===== config.mk =====
export PLATFORM = sky130hd
export DESIGN_NAME = rx_cmpl_ring_writer
export DESIGN_NICKNAME = d
export VERILOG_FILES = /design/src/rtl/rxcr_pkg.sv /design/src/rtl/rxcr_ctrl.sv /design/src/rtl/rxcr_datapath.sv /design/src/rtl/rx_cmpl_ring_writer.sv
export SDC_FILE = /design/constraint.sdc
export NUM_CORES = 1
export LEC_CHECK = 0
export CAP_MARGIN = 20
export CORE_MARGIN = 4
export CORE_UTILIZATION = 40
export DETAILED_ROUTE_END_ITERATION = 10
export DONT_BUFFER_PORTS = 1
export HOLD_SLACK_MARGIN = 0.02
export PLACE_DENSITY = 0.64
export SYNTH_ARGS = -nofsm -noshare
export SYNTH_HDL_FRONTEND = slang
export SYNTH_SLANG_ARGS = --single-unit

===== constraint.sdc =====
create_clock -name clk -period 9.9 [get_ports clk]
set_input_delay 0.99 -clock clk [delete_from_list [all_inputs] [get_ports clk]]
set_output_delay 0.99 -clock clk [all_outputs]
set_load 0.02 [all_outputs]

===== src/rtl/rxcr_pkg.sv =====
package rxcr_pkg;
  localparam int WORDS_PER_ENTRY = 4;
  localparam int WSEL_W = $clog2(WORDS_PER_ENTRY);

  // Strobes from control to datapath
  typedef struct packed {
    logic              load;     // capture completion fields
    logic              step;     // current word handed off
    logic              done;     // last word of the entry handed off
    logic [WSEL_W-1:0] wordSel;  // word being presented
  } ctlStrobe_t;
endpackage


===== src/rtl/rxcr_ctrl.sv =====
module rxcr_ctrl
  import rxcr_pkg::*;
(
  input  logic       clk,
  input  logic       rstN,
  input  logic       cmplValid,
  output logic       cmplReady,
  output logic       wrValid,
  input  logic       wrReady,
  output ctlStrobe_t strobe
);
  localparam logic [WSEL_W-1:0] LAST_WORD = WSEL_W'(WORDS_PER_ENTRY - 1);

  typedef enum logic {S_IDLE, S_WRITE} state_t;
  state_t            state;
  logic [WSEL_W-1:0] wordCnt;

  always_comb begin
    cmplReady      = (state == S_IDLE);
    wrValid        = (state == S_WRITE);
    strobe.load    = cmplReady && cmplValid;
    strobe.step    = wrValid && wrReady;
    strobe.done    = strobe.step && (wordCnt == LAST_WORD);
    strobe.wordSel = wordCnt;
  end

  always_ff @(posedge clk) begin
    if (!rstN) begin
      state   <= S_IDLE;
      wordCnt <= '0;
    end else if (strobe.load) begin
      state   <= S_WRITE;
      wordCnt <= '0;
    end else if (strobe.step) begin
      if (strobe.done) begin
        state   <= S_IDLE;
        wordCnt <= '0;
      end else begin
        wordCnt <= wordCnt + 1'b1;
      end
    end
  end
endmodule


===== src/rtl/rxcr_datapath.sv =====
module rxcr_datapath
  import rxcr_pkg::*;
#(
  parameter int ADDR_W = 32,
  parameter int DATA_W = 32,
  parameter int IDX_W  = 8,
  parameter int STAT_W = 3,
  parameter int CNT_W  = 11,
  parameter int LEN_W  = 11,
  parameter int PTR_W  = 28,
  parameter logic [ADDR_W-1:0] RING_BASE = 32'h0010_0000
) (
  input  logic              clk,
  input  logic              rstN,
  input  ctlStrobe_t        strobe,
  input  logic [STAT_W-1:0] cmplStatus,
  input  logic [CNT_W-1:0]  cmplCongCnt,
  input  logic [LEN_W-1:0]  cmplLen,
  input  logic [PTR_W-1:0]  cmplBufPtr,
  input  logic [DATA_W-1:0] cmplHeader,
  output logic [ADDR_W-1:0] wrAddr,
  output logic [DATA_W-1:0] wrData,
  output logic [IDX_W-1:0]  curIdx
);
  localparam int BYTE_SHIFT = $clog2(DATA_W / 8);
  localparam int PAD0_W     = DATA_W - STAT_W - CNT_W - LEN_W;

  logic [DATA_W-1:0] newWord [WORDS_PER_ENTRY];
  logic [DATA_W-1:0] entryQ  [WORDS_PER_ENTRY];
  logic [IDX_W-1:0]  idxQ;

  // Descriptor layout, assembled from live inputs and captured on load
  always_comb begin
    newWord[0] = {cmplStatus, {PAD0_W{1'b0}}, cmplCongCnt, cmplLen};
    newWord[1] = DATA_W'(cmplBufPtr);
    newWord[2] = cmplHeader;
    newWord[3] = '0;
  end

  for (genvar w = 0; w < WORDS_PER_ENTRY; w++) begin : g_word
    always_ff @(posedge clk) begin
      if (!rstN)            entryQ[w] <= '0;
      else if (strobe.load) entryQ[w] <= newWord[w];
    end
  end

  always_ff @(posedge clk) begin
    if (!rstN)            idxQ <= '0;
    else if (strobe.done) idxQ <= idxQ + 1'b1;
  end

  assign wrData = entryQ[strobe.wordSel];
  assign wrAddr = RING_BASE + (ADDR_W'({idxQ, strobe.wordSel}) << BYTE_SHIFT);
  assign curIdx = idxQ;
endmodule


===== src/rtl/rx_cmpl_ring_writer.sv =====
module rx_cmpl_ring_writer
  import rxcr_pkg::*;
#(
  parameter int ADDR_W = 32,
  parameter int DATA_W = 32,
  parameter int IDX_W  = 8,
  parameter int STAT_W = 3,
  parameter int CNT_W  = 11,
  parameter int LEN_W  = 11,
  parameter int PTR_W  = 28,
  parameter logic [ADDR_W-1:0] RING_BASE = 32'h0010_0000
) (
  input  logic              clk,
  input  logic              rstN,
  input  logic              cmplValid,
  output logic              cmplReady,
  input  logic [STAT_W-1:0] cmplStatus,
  input  logic [CNT_W-1:0]  cmplCongCnt,
  input  logic [LEN_W-1:0]  cmplLen,
  input  logic [PTR_W-1:0]  cmplBufPtr,
  input  logic [DATA_W-1:0] cmplHeader,
  output logic              wrValid,
  input  logic              wrReady,
  output logic [ADDR_W-1:0] wrAddr,
  output logic [DATA_W-1:0] wrData,
  output logic [IDX_W-1:0]  curIdx
);
  ctlStrobe_t strobe;

  rxcr_ctrl ctrl_i (
    .clk       (clk),
    .rstN      (rstN),
    .cmplValid (cmplValid),
    .cmplReady (cmplReady),
    .wrValid   (wrValid),
    .wrReady   (wrReady),
    .strobe    (strobe)
  );

  rxcr_datapath #(
    .ADDR_W(ADDR_W), .DATA_W(DATA_W), .IDX_W(IDX_W), .STAT_W(STAT_W),
    .CNT_W(CNT_W), .LEN_W(LEN_W), .PTR_W(PTR_W), .RING_BASE(RING_BASE)
  ) dp_i (
    .clk         (clk),
    .rstN        (rstN),
    .strobe      (strobe),
    .cmplStatus  (cmplStatus),
    .cmplCongCnt (cmplCongCnt),
    .cmplLen     (cmplLen),
    .cmplBufPtr  (cmplBufPtr),
    .cmplHeader  (cmplHeader),
    .wrAddr      (wrAddr),
    .wrData      (wrData),
    .curIdx      (curIdx)
  );
endmodule


# Yosys cells after proc, flatten, opt, wreduce, memory -nomap -nowiden
# Memories as Yosys holds them, arrays and structs flattened. A register that Yosys moved wholly into a read port is not among the register bits.
# Cells that the tools add are included.
# totals
regBits	11
latchBits	0
mem_bits_rw	128
mem_bits_ro	0
out_inout_bits	74
elab_cells	35
n_memories	1
# op_classes
n_addsub	3
n_mul	0
div_mod_pow	0
magnitude_cmp	0
n_eq_ne	1
shift	0
muxes	14
bitwise	6
reduce_logical	7
# mem_list
memory	depth	width	read_ports	rd_clocked_by_memory_dff	write_ports	line	text
dp_i.entryQ	4	32	1	1	4	rxcr_datapath.sv:29	logic [DATA_W-1:0] entryQ [WORDS_PER_ENTRY];
# op_table
operator	n
32-bit two-way mux	4
21-bit by 12-bit adder with 22-bit output, first input constant	1
8-bit by 1-bit adder with 8-bit output, second input constant	1
1-bit two-way mux	7
2-bit two-way mux	3
1-bit OR	4
2-bit nonzero test	2
1-bit logical AND	3
2-bit by 1-bit adder with 2-bit output, second input constant	1
2-bit equality test, second input constant	1
1-bit NOT	2
2-bit AND reduction	1
2-bit OR reduction	1

# Longest topological paths before layout
# logic_depth
ltp_word	6
depth_mapped	6
depth_no_buf	4

# Hierarchy
# A second synthesis with hierarchy kept.
# unflattened
hier_cells	369
area_unflattened_um2	4563.1
# modules_own_cells
module	n_inst	cells_per_inst	area_each_um2
rxcr_datapath	1	350	4377.9
rxcr_ctrl	1	19	185.2

# Worst setup path after synthesis
# OpenSTA, ideal clock, no wires.
# synth_timing
path_type	input to register
from	input port cmplValid
to	memory dp_i.entryQ[0][0], enable pin
setup_time_ps	651
t_arrival_ps	7095
required_ps	9249
slack_ps	2155
stages	2
cell_sequence	inv_1 > o21ai_0
# synth_lines
item	line	text
start, declared	rx_cmpl_ring_writer.sv:15	input logic cmplValid,
end, declared	rxcr_datapath.sv:29	

==> impl_metrics.csv <==
group,metric,value,unit
route,vias_per_cell,5.00,
sta,setup_viol,0,
global_routing,grt_use_total,13.1,%
route,first_pass_iters,4,
critical_path,critPathSlowestCell,"dfxtp_1",
cts,post_cts_resized,0,
logic_synthesis,ys_top_cells_by_area,"edfxtp_1 (57%), and2_1 (12%), mux2i_1 (6.0%)",
cells_and_area,stdcell_count,494,
global_routing,grt-ovfl-total,0,
logic_synthesis,yosysWarnings,0,
placement,gp_congestion,0.729,
route,drt_iter0_markers,181,
power,leakage,1.69,nW
cts,hold_buffers,0,
route,drt_wl_total,8540,um
logic_synthesis,synth_seq_cells,98,
critical_path,timing.critical_path.slowest_cell_delay,0.96,ns
placement,place_hpwl,5800,um
min_path,whs_path_depth,2,
critical_path,endpoint_kind,"output port",
placement,io_buffers,0,
critical_path,reg2reg_from,"ctrl_i.wrValid",
logic_synthesis,synth_xor_xnor_area_share,0.391,%
floorplan,die_h,114,um
logic_synthesis,synth_top_family_by_area,"simple AND/OR/NAND/NOR gates",
route,vias,2471,
logic_synthesis,synth_cell_types,27,
sta,hold_viol,0,
sta,finClkSkew,0.0103,ns
cts,cts_tree,"yes",
global_routing,grt_max_degree,88,
cells_and_area,final_common_cell,"and2_1",
floorplan,core_area,0.0109,mm^2
global_routing,grt_pass1_vias,2515,
cts,cts_made_buffers,9,
cells_and_area,area_growth,4.69,%
sta,rsz0062_at_grt,"false",
placement,dpl.cell_count,474,
logic_synthesis,synthCells,361,
logic_synthesis,synth_top_cell_by_area,"edfxtp_1",
critical_path,r2r_cells,4,
sta,fin_setup_tns,0,ns
cts,clk_pin_slew,0.08,ns
logic_synthesis,synth_area,0.00448,mm^2
logic_synthesis,yosysTopAreaCellShare,57.0,%
logic_synthesis,yosys.area_share.simple,17.2,%
floorplan,io_pins,163,
global_routing,grt_pass1_wl,13000,um
power,max-vdd-ir-drop,0.0753,mV
route,drtAntennaViolNets,0,
critical_path,startpoint_type,"flop",
critical_path,worstPathArrival,2.73,ns
floorplan,die_w,114,um
logic_synthesis,synth-compound-area-share,5.31,%
sta,drv_slew,0,
floorplan,initial_core_util,41.1,%
logic_synthesis,synth_adder_area_share,0.559,%
sta,tightest_slew,0.967,ns
route,wl_per_cell,17.3,um
logic_synthesis,yosysSeqAreaShare,62.8,%
critical_path,r2r_end,"dp_i.entryQ[1][4]",
route,drc_errors,0,
cts,clockBufferDepth,2,
critical_path,ff2ff_setup_slack,8.11,ns
sta,min_period,3.72,ns
critical_path,cp_max_fo,27,
min_path,min_path_type,"reg -> reg",
logic_synthesis,synth_area_per_cell,12.4,um^2
sta,maxClockFrequency,269,MHz
outcome,status,"finished clean",
sta,fin_crit_sh,37.6,%
cts,clockRootBuffer,"clkbuf_8",
floorplan,dieArea,0.0130,mm^2
cts,post_cts_buffers,0,
cts,clk_latency,0.36,ns
power,p_per_area,170,mW/mm^2
cells_and_area,nets,438,
sta,slew_headroom,35.4,%
critical_path,cp-endpoint,"wrData[0]",
cells_and_area,final_cell_mix,"and2_1 (86), edfxtp_1 (85), mux2i_1 (27), nand2_1 (27), conb_1 (22)",
cts,htree_levels,3,
critical_path,cp.required,8.91,ns
critical_path,path_cells,"nor2b_2, buf_4, nand2_1, o21ai_0",
global_routing,antenna_found_initial,2,
critical_path,worst-setup-path-type,"reg -> out",
floorplan,rows,38,
cts,cts_num_sinks,98,
job,maxCapViolCount,0,
cells_and_area,drive_gt1_share,6.53,%
logic_synthesis,synth.mux.area_fraction,6.03,%
-- synthesized netlist by cell type, drive strengths merged --
master,instances
and2,86
edfxtp,85
buf,45
mux2i,27
nand2,27
o21ai,26
dfxtp,13
nor2,8
a21oi,6
a22o,6
clkbuf,5
nand3,4
inv,3
nand4,3
or3,3
conb,2
ha,2
nor2b,2
o31ai,2
or4,2
xor2,2
nor3,1
o211a,1
-- area by class of cell --
| class | instances | area [um^2] |
|---|---|---|
| Inverter | 3 | 11.3 |
| Timing Repair Buffer | 5 | 75.1 |
| Fill cell | 1058 | 6200 |
| Tap cell | 140 | 175 |
| Antenna cell | 2 | 5.00 |
| Clock inverter | 6 | 57.6 |
| Sequential cell | 98 | 2810 |
| Clock buffer | 10 | 128 |
| Multi-Input combinational cell | 230 | 1420 |
-- cell families after synthesis --
family	Yosys count
other	2
adder cells (fa/ha/maj)	2
AO/OA/AOI/OAI	41
XOR/XNOR	2
buffers and inverters	53
multiplexers	27
flip-flops	98
AND/OR/NAND/NOR	136
-- worst max-delay path: cells and delay by family, from the launching register on --
family	cells	cell delay [ns]
compound gates	1	0.28
buf+inv	1	0.33
simple gates	2	0.80
flops	1	0.96
-- state kept, by name (all words and copies together), names as in the netlist, named ones only --
register / count
dp_i.curIdx: 8
dp_i.entryQ: 85
ctrl_i.wrValid: 1
ctrl_i.wordCnt: 2
-- through the flow --
| step | setup slack, ns | util (%) | power [W] | hold slack, ns | area [um^2] |
|---|---|---|---|---|---|
| 6_report | 6.18 | 43.1 | 0.000797 | 0.616 | 4690 |
| 5_1_grt | 5.84 | 43.1 | 0.000835 | 0.691 | 4690 |
| 4_1_cts | 6.02 | 42.5 | 0.000807 | 0.616 | 4630 |
| 3_5_place_dp | 6.43 | 40.8 | 0.000560 | 0.596 | 4450 |
| 3_3_place_gp | 6.49 | 40.8 | 0.000558 | 0.587 | 4450 |
| 2_1_floorplan | 2.15 | - | 0.000558 | 0.467 | 4550 |
-- layer usage --
metal	share of wire (%)	up-vias	track usage (%)	routed length [um]
met3	11	13	5.25	917
met4	1.9	0	6.10	164
met2	47	112	20.8	4030
met1	40	1175	15.8	3430
li1	-	1171	-	-
met5	0	-	0	0
-- where the power goes --
part	leakage [nW]	switching, W	internal, W
Clock	0.0890	0.000131	0.000115
Combinational	0.582	0.0000468	0.0000164
Sequential	1.02	0.0000102	0.000478
Total	1.69	0.000188	0.000609
-- worst min path at each step --
stage | from | endpoint | slack (ns)
2_1_floorplan | ctrl_i.wordCnt[1] | flop | 0.47
3_3_place_gp | ctrl_i.wordCnt[1] | flop | 0.59
3_5_place_dp | ctrl_i.wordCnt[1] | flop | 0.60
4_1_cts | ctrl_i.wordCnt[1] | flop | 0.62
5_1_grt | ctrl_i.wordCnt[1] | flop | 0.69
6_report | ctrl_i.wordCnt[1] | flop | 0.62
Note: power is estimated with default switching activity, not from simulation.
